## config.mk

```make
export PLATFORM = sky130hd
export DESIGN_NAME = otp_shadow_loader
export DESIGN_NICKNAME = d
export VERILOG_FILES = /design/src/rtl/otp_ld_pkg.sv /design/src/rtl/otp_ld_secded_dec.sv /design/src/rtl/otp_ld_sticky.sv /design/src/rtl/otp_ld_seq.sv /design/src/rtl/otp_shadow_loader.sv
export SDC_FILE = /design/constraint.sdc
export NUM_CORES = 1
export LEC_CHECK = 0
export BUFFER_PORTS_ARGS = -buffer_cell sky130_fd_sc_hd__buf_2
export CORE_MARGIN = 3
export CORE_UTILIZATION = 51
export DETAILED_ROUTE_END_ITERATION = 16
export GPL_TIMING_DRIVEN = 0
export HOLD_SLACK_MARGIN = 0.1
export PLACE_DENSITY = 0.85
export SYNTH_ARGS = -nofsm -noshare
export SYNTH_HDL_FRONTEND = slang
export SYNTH_HIERARCHICAL = 1
export SYNTH_SLANG_ARGS = --single-unit
```

## constraint.sdc

```tcl
create_clock -name clk -period 3.45 [get_ports clk]
set_clock_uncertainty 0.1 [all_clocks]
set_input_delay 0.345 -clock clk [delete_from_list [all_inputs] [get_ports clk]]
set_output_delay 0.345 -clock clk [all_outputs]
set_load 0.02 [all_outputs]
```

## src/rtl/otp_ld_pkg.sv

```systemverilog
package otp_ld_pkg;

   localparam int DATA_W        = 64;
   localparam int CODE_W        = 72;
   localparam int SYN_W         = 7;
   localparam int BYTES_PER_BLK = DATA_W / 8;

   typedef enum logic [1:0] {
      ECC_CLEAN = 2'd0,
      ECC_FIXED = 2'd1,
      ECC_FATAL = 2'd2
   } ecc_res_e;

   typedef enum logic [2:0] {
      LD_IDLE  = 3'd0,
      LD_DFLT  = 3'd1,
      LD_FETCH = 3'd2,
      LD_CHECK = 3'd3,
      LD_FIN   = 3'd4
   } ld_state_e;

   // codeword position of data bit idx: the idx-th position that is not a power of two
   function automatic int data_slot(int idx);
      int n;
      int r;
      n = 0;
      r = 0;
      for (int p = 1; p < CODE_W; p++) begin
         if ((p & (p - 1)) != 0) begin
            if (n == idx) r = p;
            n++;
         end
      end
      return r;
   endfunction

   // positions whose index has bit j set
   function automatic logic [CODE_W-1:0] cover_mask(int j);
      logic [CODE_W-1:0] m;
      m = '0;
      for (int p = 0; p < CODE_W; p++) begin
         if (((p >> j) & 1) == 1) m[p] = 1'b1;
      end
      return m;
   endfunction

endpackage

```

## src/rtl/otp_ld_secded_dec.sv

```systemverilog
module otp_ld_secded_dec
   import otp_ld_pkg::*;
(
   input  logic [CODE_W-1:0] cw_i,
   output logic [DATA_W-1:0] data_o,
   output ecc_res_e          res_o
);

   logic [SYN_W-1:0]  syn;
   logic              all_par;
   logic [CODE_W-1:0] flip;
   logic [CODE_W-1:0] fixed_cw;

   for (genvar j = 0; j < SYN_W; j++) begin : g_syn
      localparam logic [CODE_W-1:0] MSK = cover_mask(j);
      assign syn[j] = ^(cw_i & MSK);
   end

   assign all_par = ^cw_i;

   always_comb begin
      flip  = '0;
      res_o = ECC_CLEAN;
      if (all_par) begin
         if (syn < SYN_W'(CODE_W)) begin
            res_o = ECC_FIXED;
            flip  = CODE_W'(1) << syn;
         end else begin
            res_o = ECC_FATAL;
         end
      end else if (syn != '0) begin
         res_o = ECC_FATAL;
      end
   end

   assign fixed_cw = cw_i ^ flip;

   for (genvar i = 0; i < DATA_W; i++) begin : g_dat
      localparam int P = data_slot(i);
      assign data_o[i] = fixed_cw[P];
   end

endmodule

```

## src/rtl/otp_ld_sticky.sv

```systemverilog
module otp_ld_sticky #(
   parameter int IDX_W = 3
) (
   input  logic             clk,
   input  logic             rst_n,
   input  logic             set_i,
   input  logic             clr_i,
   input  logic [IDX_W-1:0] idx_i,
   output logic             flag_o,
   output logic [IDX_W-1:0] loc_o
);

   always_ff @(posedge clk or negedge rst_n) begin
      if (!rst_n) begin
         flag_o <= 1'b0;
         loc_o  <= '0;
      end else if (set_i) begin
         flag_o <= 1'b1;
         loc_o  <= idx_i;
      end else if (clr_i) begin
         flag_o <= 1'b0;
      end
   end

   assert_flag_holds_R8: assert property (@(posedge clk) disable iff (!rst_n)
      (flag_o && !clr_i) |=> flag_o);

   assert_set_wins_R8: assert property (@(posedge clk) disable iff (!rst_n)
      set_i |=> flag_o);

   assert_loc_latest_R6: assert property (@(posedge clk) disable iff (!rst_n)
      set_i |=> (loc_o == $past(idx_i)));

   assert_loc_kept_R8: assert property (@(posedge clk) disable iff (!rst_n)
      !set_i |=> $stable(loc_o));

endmodule

```

## src/rtl/otp_ld_seq.sv

```systemverilog
module otp_ld_seq
   import otp_ld_pkg::*;
#(
   parameter int                           NUM_BLOCKS = 6,
   parameter logic [NUM_BLOCKS*DATA_W-1:0] DFLT_IMAGE = '0,
   localparam int IDX_W = (NUM_BLOCKS > 1) ? $clog2(NUM_BLOCKS) : 1
) (
   input  logic              clk,
   input  logic              rst_n,
   input  logic              wake_i,
   output logic              otp_rd_o,
   output logic [IDX_W-1:0]  otp_idx_o,
   input  logic [DATA_W-1:0] dec_data_i,
   input  ecc_res_e          dec_res_i,
   output logic              wr_en_o,
   output logic [IDX_W-1:0]  wr_idx_o,
   output logic [DATA_W-1:0] wr_data_o,
   output logic              done_o,
   output logic              sec_evt_o,
   output logic              ded_evt_o,
   output logic [IDX_W-1:0]  evt_idx_o
);

   ld_state_e        st_q, st_d;
   logic [IDX_W-1:0] cnt_q, cnt_d;
   logic             last;

   assign last = (cnt_q == IDX_W'(NUM_BLOCKS - 1));

   always_ff @(posedge clk or negedge rst_n) begin
      if (!rst_n) begin
         st_q  <= LD_IDLE;
         cnt_q <= '0;
      end else begin
         st_q  <= st_d;
         cnt_q <= cnt_d;
      end
   end

   always_comb begin
      st_d      = st_q;
      cnt_d     = cnt_q;
      otp_rd_o  = 1'b0;
      wr_en_o   = 1'b0;
      wr_data_o = dec_data_i;
      done_o    = 1'b0;
      sec_evt_o = 1'b0;
      ded_evt_o = 1'b0;
      unique case (st_q)
         LD_IDLE: begin
            if (wake_i) begin
               st_d  = LD_DFLT;
               cnt_d = '0;
            end
         end
         LD_DFLT: begin
            wr_en_o   = 1'b1;
            wr_data_o = DFLT_IMAGE[int'(cnt_q)*DATA_W +: DATA_W];
            if (last) begin
               st_d  = LD_FETCH;
               cnt_d = '0;
            end else begin
               cnt_d = cnt_q + 1'b1;
            end
         end
         LD_FETCH: begin
            otp_rd_o = 1'b1;
            st_d     = LD_CHECK;
         end
         LD_CHECK: begin
            unique case (dec_res_i)
               ECC_CLEAN: wr_en_o = 1'b1;
               ECC_FIXED: begin
                  wr_en_o   = 1'b1;
                  sec_evt_o = 1'b1;
               end
               default:   ded_evt_o = 1'b1;
            endcase
            if (last) begin
               st_d = LD_FIN;
            end else begin
               cnt_d = cnt_q + 1'b1;
               st_d  = LD_FETCH;
            end
         end
         LD_FIN: begin
            done_o = 1'b1;
            st_d   = LD_IDLE;
         end
         default: st_d = LD_IDLE;
      endcase
   end

   assign otp_idx_o = cnt_q;
   assign wr_idx_o  = cnt_q;
   assign evt_idx_o = cnt_q;

   assert_fetch_one_cycle_R2: assert property (@(posedge clk) disable iff (!rst_n)
      otp_rd_o |=> (!otp_rd_o && st_q == LD_CHECK));

   assert_defaults_first_R1: assert property (@(posedge clk) disable iff (!rst_n)
      (st_q == LD_FETCH && cnt_q == '0) |-> ($past(st_q) == LD_DFLT && $past(wr_en_o)));

   assert_reject_no_write_R5: assert property (@(posedge clk) disable iff (!rst_n)
      ded_evt_o |-> !wr_en_o);

   assert_done_pulse_R7: assert property (@(posedge clk) disable iff (!rst_n)
      done_o |=> (!done_o && !wr_en_o && !otp_rd_o));

   assert_wake_ignored_R9: assert property (@(posedge clk) disable iff (!rst_n)
      (st_q != LD_IDLE && st_q != LD_DFLT) |=> (st_q != LD_DFLT));

endmodule

```

## src/rtl/otp_shadow_loader.sv

```systemverilog
module otp_shadow_loader
   import otp_ld_pkg::*;
#(
   parameter int                           NUM_BLOCKS = 6,
   parameter int                           ADDR_W     = 16,
   parameter int                           BASE_ADDR  = 0,
   parameter logic [NUM_BLOCKS*DATA_W-1:0] DFLT_IMAGE = {NUM_BLOCKS{64'hFFFF_0000_FFFF_0000}},
   localparam int IDX_W = (NUM_BLOCKS > 1) ? $clog2(NUM_BLOCKS) : 1
) (
   input  logic              clk,
   input  logic              rst_n,
   input  logic              wake_i,
   input  logic              clr_flags_i,
   output logic              otp_rd_o,
   output logic [IDX_W-1:0]  otp_idx_o,
   input  logic [CODE_W-1:0] otp_rdata_i,
   output logic              shw_we_o,
   output logic [ADDR_W-1:0] shw_addr_o,
   output logic [DATA_W-1:0] shw_data_o,
   output logic              done_o,
   output logic              sec_flag_o,
   output logic              ded_flag_o,
   output logic [IDX_W-1:0]  sec_blk_o,
   output logic [IDX_W-1:0]  ded_blk_o
);

   localparam int NUM_KINDS = 2;

   if (NUM_BLOCKS < 1) begin : g_bad_blocks
      $error("otp_shadow_loader: NUM_BLOCKS must be at least one");
   end
   if ((64'(BASE_ADDR) + 64'(NUM_BLOCKS * BYTES_PER_BLK)) > (64'd1 << ADDR_W)) begin : g_bad_addr
      $error("otp_shadow_loader: shadow range exceeds ADDR_W");
   end

   logic [DATA_W-1:0] dec_data;
   ecc_res_e          dec_res;
   logic [IDX_W-1:0]  wr_idx;
   logic [IDX_W-1:0]  evt_idx;
   logic [NUM_KINDS-1:0] evt;
   logic [NUM_KINDS-1:0] flag;
   logic [IDX_W-1:0]  loc [NUM_KINDS];

   otp_ld_secded_dec u_dec (
      .cw_i   (otp_rdata_i),
      .data_o (dec_data),
      .res_o  (dec_res)
   );

   otp_ld_seq #(
      .NUM_BLOCKS (NUM_BLOCKS),
      .DFLT_IMAGE (DFLT_IMAGE)
   ) u_seq (
      .clk        (clk),
      .rst_n      (rst_n),
      .wake_i     (wake_i),
      .otp_rd_o   (otp_rd_o),
      .otp_idx_o  (otp_idx_o),
      .dec_data_i (dec_data),
      .dec_res_i  (dec_res),
      .wr_en_o    (shw_we_o),
      .wr_idx_o   (wr_idx),
      .wr_data_o  (shw_data_o),
      .done_o     (done_o),
      .sec_evt_o  (evt[0]),
      .ded_evt_o  (evt[1]),
      .evt_idx_o  (evt_idx)
   );

   for (genvar k = 0; k < NUM_KINDS; k++) begin : g_flag
      otp_ld_sticky #(.IDX_W(IDX_W)) u_sticky (
         .clk    (clk),
         .rst_n  (rst_n),
         .set_i  (evt[k]),
         .clr_i  (clr_flags_i),
         .idx_i  (evt_idx),
         .flag_o (flag[k]),
         .loc_o  (loc[k])
      );
   end

   assign sec_flag_o = flag[0];
   assign ded_flag_o = flag[1];
   assign sec_blk_o  = loc[0];
   assign ded_blk_o  = loc[1];

   assign shw_addr_o = ADDR_W'(BASE_ADDR + int'(wr_idx) * BYTES_PER_BLK);

   assert_addr_in_range_R11: assert property (@(posedge clk) disable iff (!rst_n)
      shw_we_o |-> (int'(shw_addr_o) < BASE_ADDR + NUM_BLOCKS * BYTES_PER_BLK));

   assert_one_event_R6: assert property (@(posedge clk) disable iff (!rst_n)
      $onehot0(evt));

endmodule

```

==> impl_metrics.yaml, run 1 <==
clock_network:
  clk_latency_ns: 0.25
  clock-sinks: 14
  tritoncts: "yes"
  clk_path_buf_depth: 2
  cts_root_buf: "clkbuf_8"
  htreeDepth: 1
  cts.clk_slew.worst_paths_ns: 0.06
  cts_made_buffers: 3
synthesis:
  synth_edf_count: 0
  async_reset_ff_share_pct: 100
  ys_top_cells_by_area: "xnor2_1 (33%), dfrtp_1 (8.4%), nand2_1 (6.4%)"
  yosysWarnings: 6
  synth_seq_cells: 14
  yosysMostFrequentCell: "xnor2_1"
  synth_top_area_share_pct: 32.5
  synth_cell_types: 48
  syn_inst: 502
  yosysTopAreaCell: "xnor2_1"
  synth_seq_area_share_pct: 8.39
  syn_avg_cell_area_sq_um: 8.32
  syn_area_sq_um: 4180
  ys_top_cells_by_count: "xnor2_1 (155), nand2_1 (71), nand3_1 (47), and2_1 (32), buf_4 (26)"
  ys.flop_type: "dfrtp_1"
route:
  drtAntennaViolNets: 0
  wirelength_um: 18700
  route.detailed.drc: 0
  dr.pass1.iters: 5
  vias: 4835
  viasPerCell: 5.83
  drtIter0Drc: 452
  wl_per_cell_um: 22.5
setup_path:
  end_kind: "primary output"
  path_class: "input pin to primary output"
  required_ns: 3.00
  worst-endpoint-arrival_ns: 3.19
  r2r_cells: 5
  start_kind: "input pin"
  cp_max_fo: 3
global_routing:
  grt_pass1_wl_um: 20200
  grt_max_degree: 15
  grt.total_usage_pct: 28.1
  grt_overflow_total: 0
  antenna_found_initial: 1
  grt_pass1_vias: 4065
timing:
  drv_slew: 0
  min_period_over_period_pct: 105
  setup_viol: 57
  tns_ns: -4.49
  max_freq_ghz: 0.275
  worst_slack_ns: -0.184
  hold_viol_final: 0
  fin_hold_ws_ns: 0.284
  min_period_ns: 3.63
floorplan:
  die_w_um: 96.5
  ios: 170
  die_h_um: 96.5
  fp.dieArea_sq_um: 9310
  initial_core_util_pct: 53.2
  core_area_sq_um: 7850
  rows: 32
run:
  max_cap_violations: 0
placement:
  place_congestion: 0.970
  port_buffers: 156
  hpwlAfterDp_um: 10700
worst_hold_path:
  hold_class: "input pin to flop"
  hold_depth: 3
layout:
  synthToLayoutAreaGrowth_pct: 56.7
  fillCellCount: 442
  drive_above_1_share_pct: 52.2
  nets: 805
  final_util_pct: 83.4
status:
  violations: "negative setup slack"
  status: "finished, violations left"
-- worst max-delay path, stage by stage --
cell and delay (ns):
buf_2 0.17, xnor2_2 0.15, xnor2_1 0.22, xnor3_1 0.49, xnor3_2 0.34, or3_1 0.47, a21oi_4 0.21, buf_4 0.16
nand3_1 0.11, xnor2_1 0.18, nand2_1 0.07, nand2_1 0.10, buf_2 0.17
-- per-layer routing --
layer  track usage, %  share of wire, %  wire length (um)
met1             37.5                32              5960
met5                0                 0                 0
met2             47.3                48              8880
met3             2.63                12              2240
met4             9.70               8.4              1570
-- stage by stage --
stage	area [sq um]	setup slack [ns]	instances
floorplan	4220	0.110	514
global placement	5130	-0.831	772
detailed placement	5130	-0.985	772
CTS	5470	-0.00919	788
global route	6540	-0.311	828
finish	6540	-0.184	830
-- flip-flops by register name, indices dropped and copies added (netlist names) --
| register | cells |
|---|---|
| g_flag.u_sticky/flag_o | 2 |
| g_flag.u_sticky/loc_o | 6 |
| u_seq/evt_idx_o | 3 |
| u_seq/st_q | 3 |
-- cell usage in the layout (no fill, tap or decap), types with 13 or more instances in the layout --
master,instances
and2_1,32
buf_2,142
buf_4,75
buf_6,25
conb_1,13
dfrtp_1,14
nand2_1,69
nand3_1,43
nand4_1,13
xnor2_1,102
xnor2_2,50
xnor2_4,18
-- timing repair --
item                                    in CTS  in global routing
cloned                                       0                  2
endpoints found under the setup margin      73                 68
hold endpoints to repair                    14                  0
hold buffers                                 1                  0
setup buffers                               11                 38
resized for setup                           32                112
pin swaps                                   10                 57
-- area by class of cell --
type	instances	area (sq um)	share of cell area, %
multi-input cells	451	4280	65.4
repair buffers	208	1310	20.0
plain buffers	45	399	6.10
flip-flops and latches	14	350	5.35
well taps	102	128	1.95
clock buffers	4	55.1	0.841
inverters	4	15.0	0.229
diodes	2	5.00	0.0765
-- cell families (layout without fill, tap and decap cells) --
logic type      count (synthesis)  in the layout  synth area share (%)
fa+ha+maj                       2              2                 0.599
compound gates                 23             23                  4.79
flops                          14             14                  8.39
simple gates                  204            204                  26.3
xor+xnor                      201            201                  48.5
buf+inv                        49            261                  9.23
other cells                     1             15                0.0898
mux                             8              8                  2.10
-- path summary, 6_finish.rpt --
check                                                       from                                       to  slack, ns
min in group asynchronous                                  rst_n  g_flag[0].u_sticky/loc_o[1]$_DFFE_PN0P_       0.43
max in group asynchronous                                  rst_n                u_seq/st_q[0]$_DFFE_PN0P_       2.58
max reg2reg                            u_seq/st_q[2]$_DFFE_PN0P_  g_flag[0].u_sticky/loc_o[1]$_DFFE_PN0P_       1.46
min                                                  clr_flags_i    g_flag[0].u_sticky/flag_o$_DFFE_PN0P_       0.28
min reg2reg                g_flag[0].u_sticky/flag_o$_DFFE_PN0P_    g_flag[0].u_sticky/flag_o$_DFFE_PN0P_       0.39
max                                              otp_rdata_i[18]                           shw_data_o[53]      -0.18
Power of run 1 is left out: the tool's default activity adds up to more than one toggle a clock period on the data nets, which glitch-free logic cannot reach.
==> run 2: changes to the inputs <==
ABC_AREA = 1   (was not set)
CORE_UTILIZATION = 55   (was 51)
CTS_CLUSTER_DIAMETER = 30   (was not set)
==> impl_metrics.yaml, run 2 <==
synthesis:
  ys_top_cells_by_area: "nand2_1 (49%), inv_1 (6.9%), dfrtp_1 (5.9%)"
  ys_top_cells_by_count: "nand2_1 (782), inv_1 (110), nand3_1 (66), inv_2 (32)"
  async_reset_ff_share_pct: 100
  syn_avg_cell_area_sq_um: 4.79
  yosysMostFrequentCell: "nand2_1"
  synth_seq_cells: 14
  yosysWarnings: 6
  synth_edf_count: 0
  synth_seq_area_share_pct: 5.86
  syn_area_sq_um: 5980
  synth_cell_types: 34
  synth_top_area_share_pct: 49.1
  yosysTopAreaCell: "nand2_1"
  ys.flop_type: "dfrtp_1"
  syn_inst: 1249
setup_path:
  required_ns: 3.00
  start_kind: "input pin"
  worst-endpoint-arrival_ns: 2.78
  end_kind: "primary output"
  cp_max_fo: 10
  reg2reg_slack_ns: 2.00
  path_class: "input pin to primary output"
  r2r_cells: 8
global_routing:
  grt_overflow_total: 0
  grt_pass1_wl_um: 31400
  grt.total_usage_pct: 32.5
  antenna_found_initial: 0
  grt_pass1_vias: 6620
  grt_max_degree: 15
timing:
  max_freq_ghz: 0.310
  setup_viol: 0
  slew_headroom_pct: 56.4
  rsz0062_at_grt: "yes"
  fin_hold_ws_ns: 0.243
  min_period_ns: 3.23
  min_period_over_period_pct: 93.6
  hold_viol_final: 0
  drv_slew: 0
  worst-slew-pin-transition_ns: 0.655
run:
  max_cap_violations: 0
layout:
  fin_cells: 1551
  regMostFlops: "g_flag.u_sticky/loc_o"
  diodes: 0
  drive_above_1_share_pct: 21.3
  fillCellCount: 1081
  synthToLayoutAreaGrowth_pct: 17.4
  largest_reg_flops: 6
  nets: 1494
  final_util_pct: 67.1
  layout_common_cells: "nand2_1 (782), buf_2 (153), inv_1 (109), nand3_1 (66), inv_2 (33)"
  final_common_cell: "nand2_1"
floorplan:
  rows: 37
  ios: 170
  core_area_sq_um: 10500
  die_w_um: 110
  initial_core_util_pct: 57.2
  die_h_um: 110
  fp.dieArea_sq_um: 12200
route:
  viasPerCell: 5.17
  wirelength_um: 20500
  wl_per_cell_um: 13.2
  drtIter0Drc: 797
  drtAntennaViolNets: 0
  vias: 8019
  route.detailed.drc: 0
  dr.pass1.iters: 6
clock_network:
  cts_made_buffers: 3
  cts.clk_slew.worst_paths_ns: 0.06
  htreeDepth: 1
  clock-sinks: 14
  clk_latency_ns: 0.25
  clk_path_buf_depth: 2
  tritoncts: "yes"
  cts_root_buf: "clkbuf_8"
power_and_ir_drop:
  clock_power_share_pct: 4.3
  p_seq_share_pct: 8.1
  net-switching-power_uw: 2470
  internal-power_uw: 1350
  swShare_pct: 64.6
  irDropWorstVdd_uv: 344
  p_per_area_nw_per_um2: 545
  power_leakage_uw: 0.00468
  combPwrFrac_pct: 87.7
worst_hold_path:
  hold_depth: 4
  hold_class: "input pin to flop"
status:
  status: "finished, final reports clean"
placement:
  dp.cells: 1543
  port_buffers: 146
  hpwlAfterDp_um: 16500
  place_congestion: 0.953
-- run 2: changes by cell type after synthesis, moves of 8 or more --
cell / change
inv_2: +32
nand2_2: +28
inv_1: +106
nand4_1: +15
xnor2_1: -133
and2_1: -32
o21ai_1: +11
o21ai_0: +15
nand2_1: +711
nor2_4: +8
xnor2_2: -8
nand2_4: +8
nand3_1: +19
nor2_1: +12
-- run 2: metrics by stage --
stage / total power, uW / cell area, sq um / TNS (ns) / worst slack [ns]
after floorplan: 2560 / 6030 / 0 / 0.882
after global placement: 3560 / 6930 / 0 / 0.137
after detailed placement: 3590 / 6930 / 0 / 0.149
after CTS: 3770 / 6990 / 0 / 0.138
after global routing: 4130 / 7020 / -0.0480 / -0.0480
final: 3830 / 7020 / 0 / 0.221
-- run 2: final timing paths --
path | endpoint | from
worst max-delay path | shw_data_o[56] | otp_rdata_i[15]
worst min-delay path | g_flag[0].u_sticky/flag_o$_DFFE_PN0P_ | clr_flags_i
worst max register to register | u_seq/evt_idx_o[1]$_DFFE_PN0P_ | u_seq/evt_idx_o[1]$_DFFE_PN0P_
worst min register to register | g_flag[0].u_sticky/loc_o[2]$_DFFE_PN0P_ | g_flag[0].u_sticky/loc_o[2]$_DFFE_PN0P_
max in group asynchronous | u_seq/st_q[2]$_DFFE_PN0P_ | rst_n
min in group asynchronous | g_flag[0].u_sticky/loc_o[2]$_DFFE_PN0P_ | rst_n
-- run 2: routing by layer --
metal	vias to the layer above	GRT usage [%]	part of all wire, %	wire [um]
met5	-	0	0	0
met4	0	13.6	4.6	947
met3	75	4.60	11	2230
met2	426	51.3	43	8900
met1	3445	44.2	41	8380
li1	4073	-	-	-
-- run 2: cell type report --
| cell class | count | area [sq um] | share of cell area (%) |
|---|---|---|---|
| inverter | 144 | 542 | 7.72 |
| buffer | 52 | 402 | 5.72 |
| multi-input combinational | 1051 | 4740 | 67.5 |
| timing repair buffer | 150 | 763 | 10.9 |
| sequential | 14 | 350 | 4.99 |
| clock buffer | 4 | 55.1 | 0.784 |
| tap | 136 | 170 | 2.42 |
-- run 2: kinds of logic (layout without fill, tap and decap cells) --
logic type      Yosys count  count (layout)  synth area share (%)
flops                    14              14                  5.86
xor+xnor                 45              45                  6.96
simple gates            958             958                  68.1
buf+inv                 196             350                  15.8
compound gates           33              33                  2.87
other cells               1              13                0.0627
fa+ha+maj                 2               2                 0.418
-- run 2: worst max-delay path, stage by stage --
cell,delay (ns)
buf_2,0.15
inv_2,0.07
nand2_1,0.05
nand2_1,0.12
nand2_1,0.08
nand2_2,0.10
nand3_1,0.08
nand2_1,0.14
nand2_1,0.07
nand2_1,0.08
nand2_1,0.06
nand2_2,0.12
buf_4,0.22
buf_1,0.53
nand4_1,0.17
nand2_1,0.09
nand2_1,0.05
nand2_1,0.08
buf_2,0.17
-- run 2: what timing repair did --
action                                  CTS  global route
endpoints found under the setup margin    0            11
resized for setup                         0             3
endpoints found under the hold margin    14             0
buffers inserted                          0             3
hold buffers                              1             0
-- run 2: power groups by stage --
| stage | logic (uW) | clock network, uW | registers (uW) |
|---|---|---|---|
| after floorplan | 2230 | 0 | 329 |
| after global placement | 3250 | 0 | 303 |
| after detailed placement | 3280 | 0 | 307 |
| after CTS | 3300 | 165 | 304 |
| after global routing | 3640 | 176 | 316 |
| final | 3350 | 163 | 308 |
No activity file was read; power rests on OpenSTA's default activity.
==> run 3: changes to the inputs <==
MAX_ROUTING_LAYER = met4   (was not set)
==> impl_metrics.yaml, run 3 (synthesized netlist as in run 2, its figures left out) <==
power_and_ir_drop:
  power_leakage_uw: 0.00469
  total_power_uw: 3850
  irDropWorstVdd_uv: 343
  p_per_area_nw_per_um2: 547
route:
  drtIter0Drc: 617
  viasPerCell: 5.15
  wirelength_um: 21000
  dr.pass1.iters: 6
  route.detailed.drc: 0
  drtAntennaViolNets: 0
  vias: 7987
  wl_per_cell_um: 13.6
clock_network:
  htreeDepth: 1
  clk_path_buf_depth: 2
  cts.clk_slew.worst_paths_ns: 0.06
  clock-sinks: 14
  cts_root_buf: "clkbuf_8"
  tritoncts: "yes"
  cts_made_buffers: 3
  clk_latency_ns: 0.25
layout:
  nets: 1493
  final_util_pct: 67.2
  fin_cells: 1550
  layout_common_cells: "nand2_1 (780), buf_2 (153), inv_1 (110), nand3_1 (66), inv_2 (32)"
  synthToLayoutAreaGrowth_pct: 17.5
  final_common_cell: "nand2_1"
  diodes: 0
  drive_above_1_share_pct: 21.4
  regMostFlops: "g_flag.u_sticky/loc_o"
  largest_reg_flops: 6
global_routing:
  grt.total_usage_pct: 34.6
  grt_max_degree: 15
  grt_overflow_total: 0
  grt_pass1_vias: 6911
  antenna_found_initial: 0
  grt_pass1_wl_um: 32500
placement:
  port_buffers: 146
  hpwlAfterDp_um: 16800
  place_congestion: 0.999
  dp.cells: 1543
  post-place-ws_ns: 0.113
run:
  max_cap_violations: 0
timing:
  drv_slew: 0
  hold_viol_final: 0
  worst_slack_ns: 0.213
  slew_headroom_pct: 56.5
  max_freq_ghz: 0.309
  tns_ns: 0
  setup_viol: 0
  min_period_ns: 3.24
  worst-slew-pin-transition_ns: 0.653
  min_period_over_period_pct: 93.8
setup_path:
  required_ns: 3.00
  crit_chain: "buf_2, inv_2, nand2_1, nand2_1, nand2_1, nand2_2, nand3_1, nand2_1, nand2_1, nand2_1, nand2_1, nand2_2, buf_4, buf_1, nand4_1, nand2_1, nand2_1, nand2_1, buf_2"
  worst-endpoint-arrival_ns: 2.79
  crit_top_cell: "nand2_1"
  reg2reg_slack_ns: 1.97
  end_kind: "primary output"
  crit_slowest_cell: "buf_1"
  r2r_cells: 8
  cpPeakStageDelay_ns: 0.53
  cp_max_fo: 10
  r2r_end: "u_seq/evt_idx_o[1]$_DFFE_PN0P_"
  path_class: "input pin to primary output"
  start_kind: "input pin"
  reg2reg_from: "u_seq/evt_idx_o[1]$_DFFE_PN0P_"
floorplan:
  core_area_sq_um: 10500
  rows: 37
  initial_core_util_pct: 57.2
  die_w_um: 110
  die_h_um: 110
  ios: 170
  fp.dieArea_sq_um: 12200
worst_hold_path:
  hold_class: "input pin to flop"
  hp-start: "clr_flags_i"
  hold_depth: 4
  min_to: "g_flag[1].u_sticky/flag_o$_DFFE_PN0P_"
status:
  status: "finished, final reports clean"
## run 3: worst max path at each step
stage	from	end	slack (ns)
2_1_floorplan	otp_rdata_i[35]	shw_data_o[17]	0.88
3_3_place_gp	otp_rdata_i[59]	shw_data_o[57]	0.12
3_5_place_dp	otp_rdata_i[23]	shw_data_o[57]	0.11
4_1_cts	otp_rdata_i[23]	shw_data_o[57]	0.10
5_1_grt	otp_rdata_i[15]	shw_data_o[21]	-0.006
6_report	otp_rdata_i[15]	shw_data_o[56]	0.21
## run 3: routing by layer
metal | track usage, % | wire length (um) | up-vias
met5 | - | 0 | -
met4 | 13.2 | 945 | 0
met3 | 4.25 | 2340 | 71
met2 | 55.6 | 9310 | 431
met1 | 44.6 | 8410 | 3416
li1 | - | - | 4069
## run 3: layout make-up
| cell class | instances | area (sq um) |
|---|---|---|
| Clock buffer | 4 | 55.1 |
| Sequential cell | 14 | 350 |
| Tap cell | 136 | 170 |
| Multi-Input combinational cell | 1051 | 4740 |
| Timing Repair Buffer | 149 | 768 |
| Fill cell | 1062 | 3430 |
| Inverter | 144 | 542 |
| Buffer | 52 | 403 |
## run 3: through the flow
stage	cell area (sq um)	hold WS, ns
2_1_floorplan	6030	-0.0506
3_3_place_gp	6930	0.162
3_5_place_dp	6930	0.161
4_1_cts	6990	0.231
5_1_grt	7030	0.249
6_report	7030	0.236
## run 3: critical path, delay by kind of cell
kind	cells	cell delay (ns)
buffers and inverters	5	1.14
and+or+nand+nor	14	1.30
## run 3: timing repair
action / CTS / global route
gates resized for setup: 0 / 4
endpoints found under the setup margin: 0 / 13
hold buffers: 1 / 0
endpoints found under the hold margin: 14 / 0
buffers inserted: 0 / 2
## run 3: power breakdown
part	internal (uW)	switching, uW	leakage (uW)
registers	227	78.0	0.000182
clock network	101	61.3	0.0000288
logic	1030	2350	0.00447
total	1360	2490	0.00469
